[src/rtl/jrd_pkg.sv]
`timescale 1ns/1ps
package jrd_pkg;
  typedef enum logic [1:0] {ST_HDR, ST_PAY, ST_RSP} jrd_state_e;
  typedef enum logic [1:0] {RT_DROP, RT_CFG, RT_USR} jrd_route_e;

  localparam logic [7:0] KIND_STATUS  = 8'h00;
  localparam logic [7:0] KIND_CONFIG  = 8'h01;
  localparam logic [7:0] KIND_RESTART = 8'hFF;
endpackage

[src/rtl/jrd_hdr_capture.sv]
`timescale 1ns/1ps
module jrd_hdr_capture #(
  parameter int SIZE_BYTES = 4,
  parameter int IDX_W      = 3,
  localparam int SIZE_W    = 8 * SIZE_BYTES
) (
  input  logic              clk,
  input  logic              rst,
  input  logic              take,
  input  logic [IDX_W-1:0]  idx,
  input  logic [7:0]        data,
  output logic [7:0]        kind,
  output logic [7:0]        job,
  output logic [SIZE_W-1:0] size_next
);
  logic [SIZE_W-1:0] size_q;

  // Length bytes arrive high byte first, so each new byte shifts in at the bottom.
  assign size_next = (size_q << 8) | SIZE_W'(data);

  always_ff @(posedge clk) begin
    if (rst) begin
      kind   <= '0;
      job    <= '0;
      size_q <= '0;
    end else if (take) begin
      if (idx == IDX_W'(0)) kind <= data;
      if (idx == IDX_W'(1)) job  <= data;
      if (idx >= IDX_W'(4)) size_q <= size_next;
    end
  end
endmodule

[src/rtl/jrd_remaining.sv]
`timescale 1ns/1ps
module jrd_remaining #(
  parameter int W = 32
) (
  input  logic         clk,
  input  logic         rst,
  input  logic         load,
  input  logic [W-1:0] load_val,
  input  logic         dec,
  output logic         last
);
  logic [W-1:0] count_q;

  assign last = (count_q == W'(1));

  always_ff @(posedge clk) begin
    if (rst)       count_q <= '0;
    else if (load) count_q <= load_val;
    else if (dec)  count_q <= count_q - W'(1);
  end
endmodule

[src/rtl/jrd_rsp_framer.sv]
`timescale 1ns/1ps
module jrd_rsp_framer #(
  parameter int         RSP_BYTES   = 4,
  parameter logic [7:0] STATUS_CODE = 8'h01,
  localparam int        RIDX_W      = $clog2(RSP_BYTES)
) (
  input  logic       clk,
  input  logic       rst,
  input  logic       active,
  input  logic       ready,
  input  logic [7:0] kind,
  input  logic [7:0] job,
  output logic [7:0] data,
  output logic       last
);
  import jrd_pkg::*;
  logic [RIDX_W-1:0] idx_q;

  assign last = (idx_q == RIDX_W'(RSP_BYTES - 1));

  always_comb begin
    case (idx_q)
      RIDX_W'(0): data = kind;
      RIDX_W'(1): data = job;
      RIDX_W'(2): data = (kind == KIND_STATUS) ? STATUS_CODE : 8'h00;
      default:    data = 8'h00;
    endcase
  end

  always_ff @(posedge clk) begin
    if (rst)                  idx_q <= '0;
    else if (active && ready) idx_q <= last ? '0 : idx_q + RIDX_W'(1);
  end
endmodule

[src/rtl/jobreq_dispatch.sv]
`timescale 1ns/1ps
module jobreq_dispatch #(
  parameter int SIZE_BYTES = 4,
  parameter int RSP_BYTES  = 4
) (
  input  logic       clk,
  input  logic       rst,
  input  logic       in_valid,
  output logic       in_ready,
  input  logic [7:0] in_data,
  output logic       cfg_valid,
  input  logic       cfg_ready,
  output logic [7:0] cfg_data,
  output logic       usr_valid,
  input  logic       usr_ready,
  output logic [7:0] usr_data,
  output logic [7:0] usr_kind,
  output logic       rsp_valid,
  input  logic       rsp_ready,
  output logic [7:0] rsp_data,
  output logic       restart_pulse
);
  import jrd_pkg::*;

  localparam int HDR_BYTES = 4 + SIZE_BYTES;
  localparam int HIDX_W    = $clog2(HDR_BYTES);
  localparam int SIZE_W    = 8 * SIZE_BYTES;

  jrd_state_e        st_q;
  jrd_route_e        route_q, route_dec;
  logic [HIDX_W-1:0] hidx_q;
  logic              restart_q;
  logic [7:0]        kind, job;
  logic [SIZE_W-1:0] size_next;
  logic              in_fire, hdr_take, hdr_last, pay_last, rsp_last;

  always_comb begin
    case (st_q)
      ST_HDR:  in_ready = 1'b1;
      ST_PAY:  in_ready = (route_q == RT_CFG) ? cfg_ready :
                          (route_q == RT_USR) ? usr_ready : 1'b1;
      default: in_ready = 1'b0;
    endcase
  end

  assign in_fire  = in_valid && in_ready;
  assign hdr_take = (st_q == ST_HDR) && in_fire;
  assign hdr_last = hdr_take && (hidx_q == HIDX_W'(HDR_BYTES - 1));

  always_comb begin
    if (kind == KIND_STATUS || kind == KIND_RESTART) route_dec = RT_DROP;
    else if (kind == KIND_CONFIG)                    route_dec = RT_CFG;
    else                                             route_dec = RT_USR;
  end

  jrd_hdr_capture #(.SIZE_BYTES(SIZE_BYTES), .IDX_W(HIDX_W)) i_cap (
    .clk(clk), .rst(rst), .take(hdr_take), .idx(hidx_q), .data(in_data),
    .kind(kind), .job(job), .size_next(size_next)
  );

  jrd_remaining #(.W(SIZE_W)) i_rem (
    .clk(clk), .rst(rst), .load(hdr_last), .load_val(size_next),
    .dec((st_q == ST_PAY) && in_fire), .last(pay_last)
  );

  jrd_rsp_framer #(.RSP_BYTES(RSP_BYTES), .STATUS_CODE(8'h01)) i_rsp (
    .clk(clk), .rst(rst), .active(st_q == ST_RSP), .ready(rsp_ready),
    .kind(kind), .job(job), .data(rsp_data), .last(rsp_last)
  );

  always_ff @(posedge clk) begin
    if (rst) begin
      st_q      <= ST_HDR;
      route_q   <= RT_DROP;
      hidx_q    <= '0;
      restart_q <= 1'b0;
    end else begin
      restart_q <= hdr_last && (kind == KIND_RESTART);
      case (st_q)
        ST_HDR: if (hdr_take) begin
          hidx_q <= hdr_last ? '0 : hidx_q + HIDX_W'(1);
          if (hdr_last) begin
            route_q <= route_dec;
            st_q    <= (size_next == '0) ? ST_RSP : ST_PAY;
          end
        end
        ST_PAY: if (in_fire && pay_last) st_q <= ST_RSP;
        default: if (rsp_ready && rsp_last) st_q <= ST_HDR;
      endcase
    end
  end

  assign cfg_valid     = (st_q == ST_PAY) && (route_q == RT_CFG) && in_valid;
  assign usr_valid     = (st_q == ST_PAY) && (route_q == RT_USR) && in_valid;
  assign cfg_data      = in_data;
  assign usr_data      = in_data;
  assign usr_kind      = kind;
  assign rsp_valid     = (st_q == ST_RSP);
  assign restart_pulse = restart_q;
endmodule

[config.mk]
export PLATFORM = sky130hd
export DESIGN_NAME = jobreq_dispatch
export DESIGN_NICKNAME = d
export VERILOG_FILES = /design/src/rtl/jrd_pkg.sv /design/src/rtl/jrd_hdr_capture.sv /design/src/rtl/jrd_remaining.sv /design/src/rtl/jrd_rsp_framer.sv /design/src/rtl/jobreq_dispatch.sv
export SDC_FILE = /design/constraint.sdc
export NUM_CORES = 1
export LEC_CHECK = 0
export BUFFER_PORTS_ARGS = -buffer_cell sky130_fd_sc_hd__buf_2
export CAP_MARGIN = 20
export CORE_ASPECT_RATIO = 1.4
export CORE_MARGIN = 1
export CORE_UTILIZATION = 52
export DETAILED_ROUTE_END_ITERATION = 16
export PLACE_DENSITY = 0.75
export REMOVE_ABC_BUFFERS = 1
export SLEW_MARGIN = 0
export SYNTH_ARGS = -nofsm -noshare
export SYNTH_HDL_FRONTEND = slang
export SYNTH_SLANG_ARGS = --single-unit
[constraint.sdc]
create_clock -name clk -period 2.6 [get_ports clk]
set_input_delay 0.52 -clock clk [delete_from_list [all_inputs] [get_ports clk]]
set_output_delay 0.52 -clock clk [all_outputs]
set_load 0.05 [all_outputs]
After elaboration in Yosys (flattened, before gate mapping)
Index checks and enable logic that the tools add are counted.
{"block": "word_totals", "ff_bits": 82, "input_bits": 14}
{"block": "op_classes", "n_addsub": 3, "order_cmp": 1, "eq_ne": 15, "mux": 17, "n_bitwise": 1, "n_reduce_logical": 26}
{"operator": "$mux W32", "n": 2}
{"operator": "$eq A32 B1 Y1 const B", "n": 1}
{"operator": "$logic_not A32 Y1", "n": 1}
{"operator": "$or A32 B8 Y32", "n": 1}
{"operator": "$sub A32 B1 Y32 const B", "n": 1}
{"operator": "$pmux W8 S3", "n": 1}
{"operator": "$mux W2", "n": 8}
{"operator": "$logic_and A1 B1 Y1", "n": 12}
{"operator": "$eq A2 B2 Y1 const B", "n": 4}
{"operator": "$eq A8 B1 Y1 const B", "n": 1}
{"operator": "$eq A8 B8 Y1 const B", "n": 1}
{"operator": "$logic_not A8 Y1", "n": 1}
{"operator": "$reduce_and A2 Y1", "n": 4}
{"operator": "$eq A2 B1 Y1 const B", "n": 3}
{"operator": "$logic_not A2 Y1", "n": 2}
{"operator": "$ne A2 B2 Y1 const B", "n": 2}
{"operator": "$pmux W2 S2", "n": 1}
{"operator": "$reduce_and A4 Y1", "n": 1}
{"operator": "$add A3 B1 Y3 const B", "n": 1}
{"operator": "$eq A3 B1 Y1 const B", "n": 1}
{"operator": "$eq A3 B3 Y1 const B", "n": 1}
{"operator": "$ge A3 B3 Y1 const B", "n": 1}
{"operator": "$logic_not A3 Y1", "n": 1}
{"operator": "$mux W1", "n": 3}
{"operator": "8 further kinds", "n": 8}

Logic depth before layout (Yosys ltp)
{"block": "logic_depth", "ltp_word": 10, "mapped_depth": 8, "ltp_nobuf": 7}

Cells and area by module
From an unflattened synthesis, not the netlist that was laid out.
{"block": "hier_totals", "hier_cells": 560, "hier_area_um2": 4730.8}
{"module": "jrd_remaining", "instances": 1, "cells_per_inst": 259, "area_each_um2": 2019.4, "seq_area_each_um2": 640.6}
{"module": "jrd_hdr_capture", "instances": 1, "cells_per_inst": 182, "area_each_um2": 1791.7, "seq_area_each_um2": 800.8}
{"module": "jobreq_dispatch", "instances": 1, "cells_per_inst": 83, "area_each_um2": 640.6, "seq_area_each_um2": 160.2}
{"module": "jrd_rsp_framer", "instances": 1, "cells_per_inst": 36, "area_each_um2": 279.0, "seq_area_each_um2": 40.0}

Worst setup path before layout
No wires, ideal clock.
{"block": "synth_timing", "path_type": "register to output", "from": "register i_cap.kind[3]", "to": "output rsp_data[0]", "arrival_time_ps": 2244, "path_slack_ps": -164, "stages_incl_launch_ff": 5, "path_buffers": 0, "path_cell_list": "dfxtp_1 -> or4_1 -> nor4_1 -> nand3b_1 -> a21oi_1"}
{"block": "synth_via", "elab_chain_cells": 3}
{"item": "from (decl)", "line_no": "jrd_hdr_capture.sv:12", "text": "output logic [7:0] kind,"}
{"item": "from (signal assigned)", "line_no": "jrd_hdr_capture.sv:27", "text": "if (idx == IDX_W'(0)) kind <= data;"}
{"item": "$logic_not A8 Y1", "line_no": "jrd_rsp_framer.sv:25", "text": "RIDX_W'(2): data = (kind == KIND_STATUS) ? STATUS_CODE : 8'h00;"}
{"item": "$mux W1", "line_no": "jrd_rsp_framer.sv:25"}
{"item": "$pmux W8 S3", "line_no": "jrd_rsp_framer.sv:22", "text": "case (idx_q)"}
{"item": "to (decl)", "line_no": "jobreq_dispatch.sv:20", "text": "output logic [7:0] rsp_data,"}
Every way passes these cells.

Worst setup path after layout
Same ends and word-level chain as after synthesis.

==> summary.md <==
| Metric | Value |
|---|---|
| Most common cell after layout, fill and taps aside | nand2_1 |
| Synthesized area per cell | 7.61 µm² |
| Overall Power | 2.45 mW |
| Ys async rst share | 0% |
| Clock Skews | 0.00729 ns |
| Synth Register Bits | 82 |
| Pre-antenna DRT Iters | 5 |
| Final setup margin | 0.0550 ns |
| Worst-Skew Late Latency | 0.35 ns |
| Clock power frac | 36.2% |
| Largest net degree at the start of global routing | 53 |
| Reg-to-reg setup timing slack | 0.10 ns |
| Dpl cell area | 0.00450 mm² |
| Design Area, Final | 0.00471 mm² |
| Clock Path Buffers | 2 |
| Full die area | 0.00841 mm² |
| Ant. Diodes | 0 |
| RSZ-0062 raised after global routing | true |
| Initial antenna violation count | 0 |
| Synth unique cells | 47 |
| Worst slew pin tran | 0.713 ns |
| FMAX | 0.393 GHz |
| Worst hold path cell count | 2 |
| Via density | 6.18 |
| Clock sink count | 82 |
| CTS Hold Bufs | 0 |
| Switching Fraction | 27.2% |
| Required time of the critical path | 2.08 ns |
| Die Wd | 77.8 µm |
| Slew HR | 52.0% |
| Post-Route WL | 11800 µm |
| Number of CTS-inserted buffers | 9 |
| Gr ovfl total | 0 |
| Setup bufs post-CTS | 0 |
| Sequential area share after synthesis | 39.3% |
| Mapped Area | 0.00418 mm² |
| HPWL Detailed | 8360 µm |
| Die Span Y | 108 µm |
| Element type at the critical path start | register |
| Maximum VDD drop | 0.303 mV |
| Initial core utilization | 53.9% |
| Worst-path maximum fanout | 5 |
| H-Tree Depth | 3 |
| Vias | 4244 |
| # nets final | 606 |
| Initial DRC Count | 327 |
| Final max-slew violation count | 0 |
| Worst hold endpoint | i_cap.job[0]$_SDFFE_PP0P_ |
| Placed insts | 671 |
| Crit-path cells | or4_1 > nor4_2 > buf_4 > nand3b_1 > a21oi_1 > buf_4 |
| Worst-path clk slew | 0.08 ns |
| Top_reg_cell synth | dfxtp_1 |
| Slowest-stage cell, CP | or4_1 |
| GRT Overall Usage | 29.0% |
| P_sw | 0.665 mW |
| Flop pwr share | 52.6% |
| Hold Startpoint | i_cap.job[0]$_SDFFE_PP0P_ |
| Core ar. | 0.00775 mm² |
| Outcome | complete, no violations |
| Max-cap viol count | 0 |
| DR DRC count | 0 |
| Top cell by count, worst path | buf_4 |
| Buf/Inv on CP | 2 |
| Fillers | 712 |
| Crit Path Class | reg -> out |
| Post-Syn Instances | 549 |
| CP top delay family | simple AND/OR/NAND/NOR gates |
| GPL Wtd Cong | 0.990 |
| Synth-to-Final Area Change | 12.6% |
| Int Pwr | 1.78 mW |
| Number of synthesized flops with an enable pin | 0 |
| # setup viols final | 0 |
| Final hold vios | 0 |
| Wire per inst | 17.2 µm |
| Worst hold slack | 0.461 ns |
| PD cells | 520 mW/mm² |
| CP Depth | 6 |
| Hold Path Class | reg -> reg |
| Reg2reg start | i_rem.count_q[10]$_SDFFE_PP0P_ |
| Combinational share of power | 11.2% |
| CP Capture Type | output port |
| Finished Layout Cells | 687 |
| First-pass GRT wire length | 18800 µm |
| CTS root buffer | clkbuf_8 |
| Ratio of cells with drive above 1 in the final layout | 17.0% |
| Vias in the first global route | 3839 |
| Syn. warnings | 0 |
| DRT antenna net count | 0 |
| Port bufs | 50 |
| Tmin final | 2.54 ns |
| Crit path largest cell delay | 0.56 ns |
| Commonest cells after routing, fill and taps aside | 94 x nand2_1, 82 x dfxtp_1, 71 x a21oi_1 |
| Crit Reg-Reg Endpoint | i_rem.count_q[25]$_SDFFE_PP0P_ |
| Place WS | 0.0217 ns |
| CTS tree | built |
| FF-to-FF path depth | 5 |
| Rows | 38 |
| Worst EP arrival | 2.02 ns |
| Fin crit share | 97.9% |
| Leak | 1.77 nW |
| I/O pin count | 51 |
==> how the worst max path moves through the flow <==
stage                                                 to                          start
after floorplan                              rsp_data[0]     i_cap.kind[3]$_SDFFE_PP0P_
after CTS                                    rsp_data[0]     i_cap.kind[3]$_SDFFE_PP0P_
after global placement    i_rem.count_q[28]$_SDFFE_PP0P_  i_rem.count_q[1]$_SDFFE_PP0P_
final                                        rsp_data[0]     i_cap.kind[3]$_SDFFE_PP0P_
after detailed placement  i_rem.count_q[28]$_SDFFE_PP0P_  i_rem.count_q[1]$_SDFFE_PP0P_
after global routing                         rsp_data[0]     i_cap.kind[3]$_SDFFE_PP0P_
==> synthesized netlist by cell type, types with 2 or more instances <==
cell type	count	area, µm²
o211ai_1	6	45.0
o311ai_0	6	52.6
or2_2	3	18.8
nor3b_1	5	37.5
nand3_1	29	145
dfxtp_1	82	1640
o31ai_1	2	15.0
or4_1	7	52.6
nand4_1	12	75.1
xnor2_1	2	17.5
nand3b_1	3	22.5
nor2_1	35	131
clkbuf_2	2	10.0
a21oi_1	71	355
nand2_1	94	353
nor4_1	17	106
inv_1	9	33.8
ha_1	10	125
buf_4	16	120
o21ai_0	14	70.1
a22oi_1	12	90.1
clkbuf_1	34	128
mux2i_1	2	20.0
nor3_1	15	75.1
a32oi_1	2	17.5
xor2_1	2	17.5
a221oi_1	2	17.5
a31oi_1	18	113
and3_1	4	25.0
or3_1	16	100
==> worst register-to-register path: stages (launching register included) <==
cell,delay (ns)
dfxtp_1,0.34
or4_1,0.54
or4_4,0.57
or3_4,0.42
or4_1,0.40
a31oi_1,0.16
==> cell families after synthesis <==
group | count (synthesis) | synth area share [%]
flip-flops | 82 | 39.3
buffers and inverters | 62 | 7.06
AND/OR/NAND/NOR | 247 | 28.9
XOR/XNOR | 4 | 0.838
multiplexers | 3 | 0.748
AO/OA/AOI/OAI | 141 | 20.2
adder cells (fa/ha/maj) | 10 | 2.99
==> power groups by stage <==
stage	Sequential, mW	Combinational [mW]	Clock, mW
after floorplan	1.34	0.0937	0
after global placement	1.32	0.268	0
after detailed placement	1.32	0.271	0
after CTS	1.29	0.272	0.902
after global routing	1.29	0.292	0.956
final	1.29	0.274	0.885
==> metrics by stage <==
stage | setup TNS [ns] | util (%)
after global routing | -0.0247 | 60.8
after detailed placement | 0 | 58.1
after floorplan | -0.836 | -
final | 0 | 60.8
after CTS | 0 | 60.5
after global placement | 0 | 58.1
==> layer usage <==
| metal | part of all wire (%) | track usage (%) | vias to the layer above |
|---|---|---|---|
| li1 | - | - | 2046 |
| met1 | 40 | 32.8 | 2012 |
| met2 | 51 | 51.3 | 153 |
| met3 | 5.0 | 4.39 | 33 |
| met4 | 4.1 | 17.4 | 0 |
| met5 | 0 | 0 | - |
==> registers in the layout, summed over array words and instances, names as in the netlist <==
name	cells
route_q	2
st_q	2
i_cap.size_q	24
i_cap.job	8
restart_pulse	1
i_rsp.idx_q	2
i_cap.kind	8
i_rem.count_q	32
hidx_q	3
==> what timing repair did <==
action,CTS,global route
gates cloned,0,0
setup endpoints to repair,2,5
resized for setup,2,3
==> layout make-up <==
cell class	instances	area, µm²	area share [%]
sequential	82	1640	34.9
clock inverter	3	40.0	0.850
multi-input combinational	405	2280	48.3
tap	100	125	2.66
inverter	9	33.8	0.718
clock buffer	13	139	2.95
timing repair buffer	75	453	9.62
Power figures use the tool's default switching activity.
